$ cat config.mk
export PLATFORM = sky130hd
export DESIGN_NAME = sc_uart
export DESIGN_NICKNAME = d
export VERILOG_FILES = /design/src/rtl/sc_uart_pkg.sv /design/src/rtl/sc_bit_timer.sv /design/src/rtl/sc_uart_tx.sv /design/src/rtl/sc_uart_rx.sv /design/src/rtl/sc_uart.sv
export SDC_FILE = /design/constraint.sdc
export NUM_CORES = 1
export LEC_CHECK = 0
export BUFFER_PORTS_ARGS = -buffer_cell sky130_fd_sc_hd__buf_2
export CORE_UTILIZATION = 60
export CTS_BUF_LIST = sky130_fd_sc_hd__clkbuf_16
export CTS_CLUSTER_SIZE = 10
export DETAILED_ROUTE_END_ITERATION = 16
export PLACE_DENSITY = 0.87
export SLEW_MARGIN = 20
export SYNTH_ARGS = -nofsm -noshare
export SYNTH_HDL_FRONTEND = slang
export SYNTH_SLANG_ARGS = --single-unit
$ cat constraint.sdc
create_clock -name clk -period 2.8 [get_ports clk]
set_input_delay 0.14 -clock clk [delete_from_list [all_inputs] [get_ports clk]]
set_output_delay 0.14 -clock clk [all_outputs]
set_load 0.02 [all_outputs]
$ cat src/rtl/sc_uart_pkg.sv
package sc_uart_pkg;

  // Receiver sequencing: confirm start at mid-bit, sample data and parity,
  // wait to the stop-bit boundary, then hold through half of the stop bit.
  typedef enum logic [2:0] {
    RX_IDLE,
    RX_START,
    RX_DATA,
    RX_WAIT,
    RX_STOP
  } rx_state_e;

endpackage

$ cat src/rtl/sc_bit_timer.sv
module sc_bit_timer #(
  parameter int unsigned CNT_W = 12
) (
  input  logic             clk,
  input  logic             rst_n,
  input  logic             restart,
  input  logic [CNT_W-1:0] limit,
  output logic             tick
);

  logic [CNT_W-1:0] cnt_q;
  logic [CNT_W-1:0] cnt_d;

  always_comb begin
    tick = (cnt_q == limit);
    if (restart || tick) begin
      cnt_d = '0;
    end else begin
      cnt_d = cnt_q + 1'b1;
    end
  end

  always_ff @(posedge clk or negedge rst_n) begin
    if (!rst_n) begin
      cnt_q <= '0;
    end else begin
      cnt_q <= cnt_d;
    end
  end

endmodule

$ cat src/rtl/sc_uart_tx.sv
module sc_uart_tx #(
  parameter int unsigned DATA_W = 8,
  parameter int unsigned CNT_W  = 12
) (
  input  logic              clk,
  input  logic              rst_n,
  input  logic [CNT_W-1:0]  div,
  input  logic              start,
  input  logic [DATA_W-1:0] data,
  output logic              busy,
  output logic              drive_low,
  output logic              done
);

  localparam int unsigned FRAME_BITS = DATA_W + 3;
  localparam int unsigned IDX_W      = $clog2(FRAME_BITS);

  logic                  busy_q, busy_d;
  logic                  done_q, done_d;
  logic [IDX_W-1:0]      idx_q, idx_d;
  logic [FRAME_BITS-1:0] shift_q, shift_d;
  logic                  tick;

  sc_bit_timer #(.CNT_W(CNT_W)) u_timer (
    .clk     (clk),
    .rst_n   (rst_n),
    .restart (~busy_q),
    .limit   (div - 1'b1),
    .tick    (tick)
  );

  always_comb begin
    busy_d  = busy_q;
    idx_d   = idx_q;
    shift_d = shift_q;
    done_d  = 1'b0;
    if (!busy_q) begin
      if (start) begin
        busy_d  = 1'b1;
        idx_d   = '0;
        shift_d = {1'b1, ^data, data, 1'b0};
      end
    end else if (tick) begin
      if (idx_q == IDX_W'(FRAME_BITS - 1)) begin
        busy_d = 1'b0;
        done_d = 1'b1;
      end else begin
        idx_d   = idx_q + 1'b1;
        shift_d = {1'b1, shift_q[FRAME_BITS-1:1]};
      end
    end
  end

  always_ff @(posedge clk or negedge rst_n) begin
    if (!rst_n) begin
      busy_q  <= 1'b0;
      done_q  <= 1'b0;
      idx_q   <= '0;
      shift_q <= '1;
    end else begin
      busy_q  <= busy_d;
      done_q  <= done_d;
      idx_q   <= idx_d;
      shift_q <= shift_d;
    end
  end

  assign busy      = busy_q;
  assign done      = done_q;
  assign drive_low = busy_q & ~shift_q[0];

endmodule

$ cat src/rtl/sc_uart_rx.sv
module sc_uart_rx
  import sc_uart_pkg::*;
#(
  parameter int unsigned DATA_W = 8,
  parameter int unsigned CNT_W  = 12
) (
  input  logic              clk,
  input  logic              rst_n,
  input  logic [CNT_W-1:0]  div,
  input  logic              hunt_ok,
  input  logic              line,
  output logic              frame_done,
  output logic [DATA_W-1:0] frame_data,
  output logic              frame_perr
);

  localparam int unsigned SAMPLES = DATA_W + 1;
  localparam int unsigned IDX_W   = $clog2(SAMPLES);

  rx_state_e            state_q, state_d;
  logic [IDX_W-1:0]     idx_q, idx_d;
  logic [SAMPLES-1:0]   shift_q, shift_d;
  logic [CNT_W-1:0]     half;
  logic [CNT_W-1:0]     limit;
  logic                 tick;

  assign half = div >> 1;

  always_comb begin
    case (state_q)
      RX_START, RX_STOP: limit = half - 1'b1;
      RX_WAIT:           limit = div - half - 1'b1;
      default:           limit = div - 1'b1;
    endcase
  end

  sc_bit_timer #(.CNT_W(CNT_W)) u_timer (
    .clk     (clk),
    .rst_n   (rst_n),
    .restart (state_q == RX_IDLE),
    .limit   (limit),
    .tick    (tick)
  );

  always_comb begin
    state_d    = state_q;
    idx_d      = idx_q;
    shift_d    = shift_q;
    frame_done = 1'b0;
    case (state_q)
      RX_IDLE: begin
        if (hunt_ok && !line) state_d = RX_START;
      end
      RX_START: begin
        if (tick) begin
          if (!line) begin
            state_d = RX_DATA;
            idx_d   = '0;
          end else begin
            state_d = RX_IDLE;
          end
        end
      end
      RX_DATA: begin
        if (tick) begin
          shift_d = {line, shift_q[SAMPLES-1:1]};
          if (idx_q == IDX_W'(SAMPLES - 1)) begin
            state_d = RX_WAIT;
          end else begin
            idx_d = idx_q + 1'b1;
          end
        end
      end
      RX_WAIT: begin
        if (tick) begin
          frame_done = 1'b1;
          state_d    = RX_STOP;
        end
      end
      RX_STOP: begin
        if (tick) state_d = RX_IDLE;
      end
      default: state_d = RX_IDLE;
    endcase
  end

  always_ff @(posedge clk or negedge rst_n) begin
    if (!rst_n) begin
      state_q <= RX_IDLE;
      idx_q   <= '0;
      shift_q <= '0;
    end else begin
      state_q <= state_d;
      idx_q   <= idx_d;
      shift_q <= shift_d;
    end
  end

  assign frame_data = shift_q[DATA_W-1:0];
  assign frame_perr = ^shift_q;

endmodule

$ cat src/rtl/sc_uart.sv
module sc_uart #(
  parameter int unsigned DATA_W = 8,
  parameter int unsigned DIV_W  = 12
) (
  input  logic              clk,
  input  logic              rst_n,
  input  logic [DIV_W-1:0]  cfg_div,
  input  logic              err_sig_en,
  input  logic              tx_start,
  input  logic [DATA_W-1:0] tx_data,
  output logic              tx_busy,
  output logic              tx_done,
  input  logic              line_in,
  output logic              line_oe,
  input  logic              rx_read,
  output logic [DATA_W-1:0] rx_data,
  output logic              rx_valid,
  output logic              rx_parity_err,
  output logic              rx_overrun
);

  logic [1:0]        rst_pipe_q;
  logic              rst_n_i;
  logic              tx_drive_low;
  logic              frame_done;
  logic [DATA_W-1:0] frame_data;
  logic              frame_perr;

  logic [DATA_W-1:0] data_q, data_d;
  logic              valid_q, valid_d;
  logic              perr_q, perr_d;
  logic              ovr_q, ovr_d;
  logic              err_oe_q, err_oe_d;

  // Reset asserts at once and leaves on a clock edge.
  always_ff @(posedge clk or negedge rst_n) begin
    if (!rst_n) begin
      rst_pipe_q <= '0;
    end else begin
      rst_pipe_q <= {rst_pipe_q[0], 1'b1};
    end
  end
  assign rst_n_i = rst_pipe_q[1];

  sc_uart_tx #(.DATA_W(DATA_W), .CNT_W(DIV_W)) u_tx (
    .clk       (clk),
    .rst_n     (rst_n_i),
    .div       (cfg_div),
    .start     (tx_start),
    .data      (tx_data),
    .busy      (tx_busy),
    .drive_low (tx_drive_low),
    .done      (tx_done)
  );

  sc_uart_rx #(.DATA_W(DATA_W), .CNT_W(DIV_W)) u_rx (
    .clk        (clk),
    .rst_n      (rst_n_i),
    .div        (cfg_div),
    .hunt_ok    (~tx_busy & ~err_oe_q),
    .line       (line_in),
    .frame_done (frame_done),
    .frame_data (frame_data),
    .frame_perr (frame_perr)
  );

  // Buffer and flags: a read frees the buffer before a completing frame is judged.
  always_comb begin
    data_d   = data_q;
    valid_d  = valid_q;
    perr_d   = perr_q;
    ovr_d    = ovr_q;
    err_oe_d = err_oe_q;
    if (rx_read) begin
      valid_d  = 1'b0;
      perr_d   = 1'b0;
      ovr_d    = 1'b0;
      err_oe_d = 1'b0;
    end
    if (frame_done) begin
      if (valid_d) begin
        ovr_d = 1'b1;
      end else begin
        data_d   = frame_data;
        valid_d  = 1'b1;
        perr_d   = frame_perr;
        err_oe_d = frame_perr & err_sig_en;
      end
    end
  end

  always_ff @(posedge clk or negedge rst_n_i) begin
    if (!rst_n_i) begin
      data_q   <= '0;
      valid_q  <= 1'b0;
      perr_q   <= 1'b0;
      ovr_q    <= 1'b0;
      err_oe_q <= 1'b0;
    end else begin
      data_q   <= data_d;
      valid_q  <= valid_d;
      perr_q   <= perr_d;
      ovr_q    <= ovr_d;
      err_oe_q <= err_oe_d;
    end
  end

  assign rx_data       = data_q;
  assign rx_valid      = valid_q;
  assign rx_parity_err = perr_q;
  assign rx_overrun    = ovr_q;
  assign line_oe       = tx_drive_low | err_oe_q;

endmodule

**Word-level counts from Yosys, hierarchy flattened**

Cells that the tools add are included.

- $add $sub $neg: 8
- Equal/unequal tests: 18
- Mux-type cells: 44
- Bitwise operators: 8
- Reductions and logical operators: 15

Operators with widths:

| cell | count |
|---|---|
| $mux W11 | 4 |
| $mux W4 | 8 |
| $add A12 B1 Y12 const B | 2 |
| $eq A12 B12 Y1 | 2 |
| $mux W12 | 2 |
| $pmux W12 S2 | 1 |
| $sub A12 B1 Y12 const B | 2 |
| $mux W1 | 20 |
| $mux W3 | 6 |
| $pmux W3 S5 | 1 |
| $ne A2 B1 Y1 const B | 6 |
| $sub A11 B1 Y12 const B | 1 |
| $sub A12 B11 Y12 | 1 |
| $reduce_xor A9 Y1 | 1 |
| $add A4 B1 Y4 const B | 2 |
| $eq A4 B4 Y1 const B | 2 |
| $ne A2 B2 Y1 const B | 4 |
| $pmux W4 S2 | 1 |
| $reduce_xor A8 Y1 | 1 |
| $eq A3 B2 Y1 const B | 2 |
| $reduce_and A6 Y1 | 1 |
| $reduce_and A5 Y1 | 1 |
| $not A1 Y1 | 4 |
| $reduce_and A2 Y1 | 2 |
| 12 further kinds | 16 |

- Bits in registers: 71
- Input bits: 26
- Output and inout port bits: 14
- Word-level logic and storage cells: 108

**Longest topological paths before layout**

- Depth after elaboration: 7
- Depth in mapped cells: 14
- Gate-level depth less buffers: 13

**Cells and area by module**

From an unflattened synthesis, not the netlist that was laid out.

- Cells, all modules: 544
- Area total of the unflattened synthesis: 5310.1 µm²

Modules (own cells, without submodules):

| module | times used | cells each | area an instance (µm²) | sequential area each (µm²) |
|---|---|---|---|---|
| sc_uart_rx | 1 | 256 | 2114.5 | 400.4 |
| sc_bit_timer | 2 | 72 | 812.0 | 300.3 |
| sc_uart_tx | 1 | 109 | 1014.7 | 412.9 |
| sc_uart | 1 | 35 | 556.8 | 350.3 |

**Worst setup path after synthesis**

No wires, ideal clock.

- Kind: input to register
- Start point: input port cfg_div[1]
- End point: register u_rx.shift_q[0]
- Library setup time: 125 ps
- Arrival: 3692 ps
- Required time: 2675 ps
- Slack: -1017 ps
- Stages: 14
- Path buffers: 1
- Cells stage by stage: inv_1 ha_1 inv_1 fa_1 or2_2 a221oi_1 mux2_2 or4_1 a22oi_1 nand4_1 nor4_4 and2_1 buf_4 mux2_2

- Word-level cells in the longest chain between the ends: 5
- Elaborated cells between the ends (all ways): 7
- Classes of those cells: 4 x add/sub; 1 x eq/ne; 1 x mux; 1 x reduce/logical

Ends and longest elaborated chain:

| what | RTL line | source |
|---|---|---|
| start: declaration | sc_uart.sv:7 | `input logic [DIV_W-1:0] cfg_div,` |
| $sub A12 B11 Y12 | sc_uart_rx.sv:32 | `RX_WAIT: limit = div - half - 1'b1;` |
| $sub A12 B1 Y12 | sc_uart_rx.sv:32 |  |
| $pmux W12 S2 * | sc_uart_rx.sv:30 | `case (state_q)` |
| $eq A12 B12 Y1 * | sc_bit_timer.sv:15 | `tick = (cnt_q == limit);` |
| $reduce_and A2 Y1 (no line) * | n/a |  |
| end signal: assignment | sc_uart_rx.sv:95 | `shift_q <= shift_d;` |
| end: declaration | sc_uart_rx.sv:22 | `logic [SAMPLES-1:0] shift_q, shift_d;` |

Every way passes the cells marked *; elsewhere a longest branch is shown, timed or not.
A chain may end at the register's enable or synchronous reset.

**Worst setup path after layout**

- Start point: input port cfg_div[1]
- End point: register u_rx.shift_q[5]

The elaborated chain is that of the path after synthesis.

==> metrics.txt <==
Bufs and invs on worst path 4; leak pwr 3.212 nW; reg2reg start u_rx.state_q[0]; routability cong. 0.9788; WS Path Type input pin to flip-flop; CTS root buffer clkbuf_16; EDFF count, synth 0; max_slew headroom 48.50%; share of cells above drive strength 1 31.95%; clock tree buffer depth 2; core area 0.007888 mm^2; Synth Flop Type dfrtp_1; ys async rst share 100.0%; Hold Crit Class input pin to flip-flop; post-synthesis net count 600; Max Cap Viol 0; DRC 0; initial antenna violation count 0; Post-DRT Antenna Nets 0; grt ovf 0; Yosys reg bits 70; htree depth 3; number of nets in the layout 749; RSZ-0062 raised after global routing yes; peak supply drop 659.1 uV; initial DRC count 514; TritonRoute pass-1 iters 6; CTS tree yes; YS warnings 0; hold path startpoint tx_start; first-pass GRT wire length 26510 um; Clock Latency Late Sink 330 ps; CP dominant cell by count buf_12; slowest stage delay, CP 480 ps; Tcrit/Tclk final 115.1%; Vias 5114; drt total wl 16400 um; syn avg cell area 9.193 um^2; Worst Setup End Kind flip-flop; Die ar. 0.008704 mm^2; Tmin final 3223 ps; Cell Rows 32; Worst path slowest cell or4_4; pin count of the biggest net entering global routing 31; clock transition at the registers of the reported paths 60 ps; Slew Viols, Final 0; Clock Sinks 70; Slew @ Worst Pin 772.5 ps; worst setup margin -423.0 ps; Netlist cell types 62; Total GRT Usage 40.27%; hpwl dp 10100 um; Hold Vio Cnt, Final 0; utilization after layout 84.52%; Num CTS Buffers 9; die width 93.30 um; routed length per placed instance 20.50 um; Fmax 310.3 MHz; most frequent cells in the layout buf_4, dfrtp_1, nor2_1, xnor2_1, inv_1; outcome finished with violations; Post-Syn Instances 544; Power per Cell Area 473.9 mW/mm^2; worst-path fanout max 5; vias per cell 6.393; initial core utilization 63.40%; # diodes 0; total power 0.003159 W; CP required 3020 ps; sequential area share after synthesis 35.28%; CP cell instances buf_12 -> inv_16 -> ha_4 -> inv_2 -> fa_2 -> or2_4 -> a221oi_4 -> mux2_4 -> or4_4 -> a22oi_2 -> nand4_1 -> nor4_4 -> and2_4 -> buf_12 -> mux2_2; most common cell after layout, fill and taps aside buf_4; Port-buffer cells 39; vias in the first global route 5270; Layout area overhead 33.30%; CP delay by family, top simple AND/OR/NAND/NOR gates; Setup-failing EPs final 40; Setup crit start cfg_div[1]; IO Pins 40; Post-Syn Area 0.005001 mm^2; Clock Skews 5.923 ps; failing checks setup timing; Setup crit start kind input pin; hold slack 68.47 ps; Die Ht 93.30 um; Worst Path Arrival 3440 ps
-- state kept, by name, summed over array words and instances, names as in the netlist, 2 cells and up --
register,cells
u_rx.u_timer.cnt_q,12
u_tx.u_timer.cnt_q,12
u_tx.shift_q,10
u_rx.shift_q,9
rx_data,8
u_rx.idx_q,4
u_tx.idx_q,4
u_rx.state_q,3
rst_pipe_q,2
-- Yosys cell counts, types with 3 or more instances --
| cell | n | area share [%] |
|---|---|---|
| o31ai_1 | 7 | 1.1 |
| nand3_1 | 19 | 1.9 |
| nor3_1 | 9 | 0.90 |
| a221oi_1 | 3 | 0.53 |
| xnor2_1 | 46 | 8.1 |
| a211o_1 | 4 | 0.70 |
| o211ai_1 | 4 | 0.60 |
| a21o_1 | 3 | 0.45 |
| dfrtp_1 | 60 | 30 |
| and2_1 | 3 | 0.38 |
| xor2_1 | 26 | 4.6 |
| a211oi_1 | 3 | 0.45 |
| clkbuf_1 | 9 | 0.68 |
| o31a_1 | 3 | 0.53 |
| a31oi_1 | 4 | 0.50 |
| nor2_1 | 49 | 3.7 |
| a22oi_1 | 3 | 0.45 |
| mux2_2 | 19 | 4.3 |
| o21ai_0 | 24 | 2.4 |
| ha_1 | 29 | 7.3 |
| nand4b_1 | 3 | 0.53 |
| dfstp_2 | 10 | 5.3 |
| buf_2 | 5 | 0.50 |
| o221ai_1 | 4 | 0.70 |
| a21oi_1 | 11 | 1.1 |
| nand3b_1 | 4 | 0.60 |
| mux2i_1 | 12 | 2.4 |
| o22ai_1 | 8 | 1.0 |
| or2_2 | 3 | 0.38 |
| nor2b_1 | 11 | 1.4 |
| nor4_1 | 9 | 1.1 |
| inv_1 | 40 | 3.0 |
| nand4_1 | 7 | 0.88 |
| and3_1 | 12 | 1.5 |
| nand2_1 | 37 | 2.8 |
| nand2b_1 | 8 | 1.0 |
-- kinds of logic (layout without fill, tap and decap cells) --
group	after synthesis	count (layout)	synth area share, %
and+or+nand+nor	183	184	18.74
AOI/OAI and AO/OA	96	97	13.14
xor gates and xnor gates	74	74	13.51
DFF	70	70	35.28
buffers and inverters	57	209	4.478
muxes	33	33	7.131
adders and majority gates	30	30	7.656
other	1	1	0.07498
-- layout make-up --
class | instances | area (um^2)
Fill cell | 366 | 1221
Inverter | 40 | 166.4
Clock inverter | 7 | 90.09
Timing Repair Buffer | 153 | 1121
Sequential cell | 70 | 1765
Clock buffer | 9 | 225.2
Multi-Input combinational cell | 419 | 3171
Tap cell | 102 | 127.6
-- metal layers --
layer / wire [um] / track usage, %
met1: 6076 / 47.25
met2: 7972 / 68.81
met3: 1270 / 7.724
met4: 1081 / 23.08
met5: 0 / 0
-- where the power goes --
| group | switching, W | internal (W) |
|---|---|---|
| Sequential | 0.0000951 | 0.00110 |
| Clock | 0.000443 | 0.000776 |
| Combinational | 0.000370 | 0.000375 |
| Total | 0.000908 | 0.00225 |
-- worst reg2reg max path: stages, from the launching register on --
cell,delay (ps)
dfrtp_1,400
buf_4,180
xnor2_1,150
or2_2,330
o221ai_1,380
xor2_1,120
nor4_1,340
nand4_1,190
nor4_4,260
and2_4,260
buf_12,130
mux2_2,330
-- path summary, 6_finish.rpt --
path,to,slack (ps),cells after the start
min in group asynchronous,rst_pipe_q[1],180,2
worst min register to register,rx_parity_err,300,0
worst max-delay path,u_rx.shift_q[5],-420,15
max in group asynchronous,u_tx.shift_q[8],1650,1
worst min-delay path,u_tx.idx_q[3],70,2
worst max register to register,u_rx.shift_q[5],-380,11
-- metrics by stage --
step / setup slack [ps] / TNS [ps] / cell area, um^2 / cells
after floorplan: -471.8 / -11800 / 5076 / 544
after global placement: -800.5 / -27960 / 6160 / 777
after detailed placement: -896.1 / -31400 / 6160 / 777
after CTS: -483.7 / -14690 / 6605 / 798
after global routing: -545.9 / -17420 / 6666 / 800
final: -423.0 / -12320 / 6666 / 800
-- what timing repair did --
action                     CTS  global route
gates resized for setup     18            13
cloned                       3             0
setup buffers                3             2
hold endpoints to repair     2             0
hold buffers                 1             0
setup endpoints to repair   40            52
pin swaps                    5             6
(Power assumes the default switching activity.)
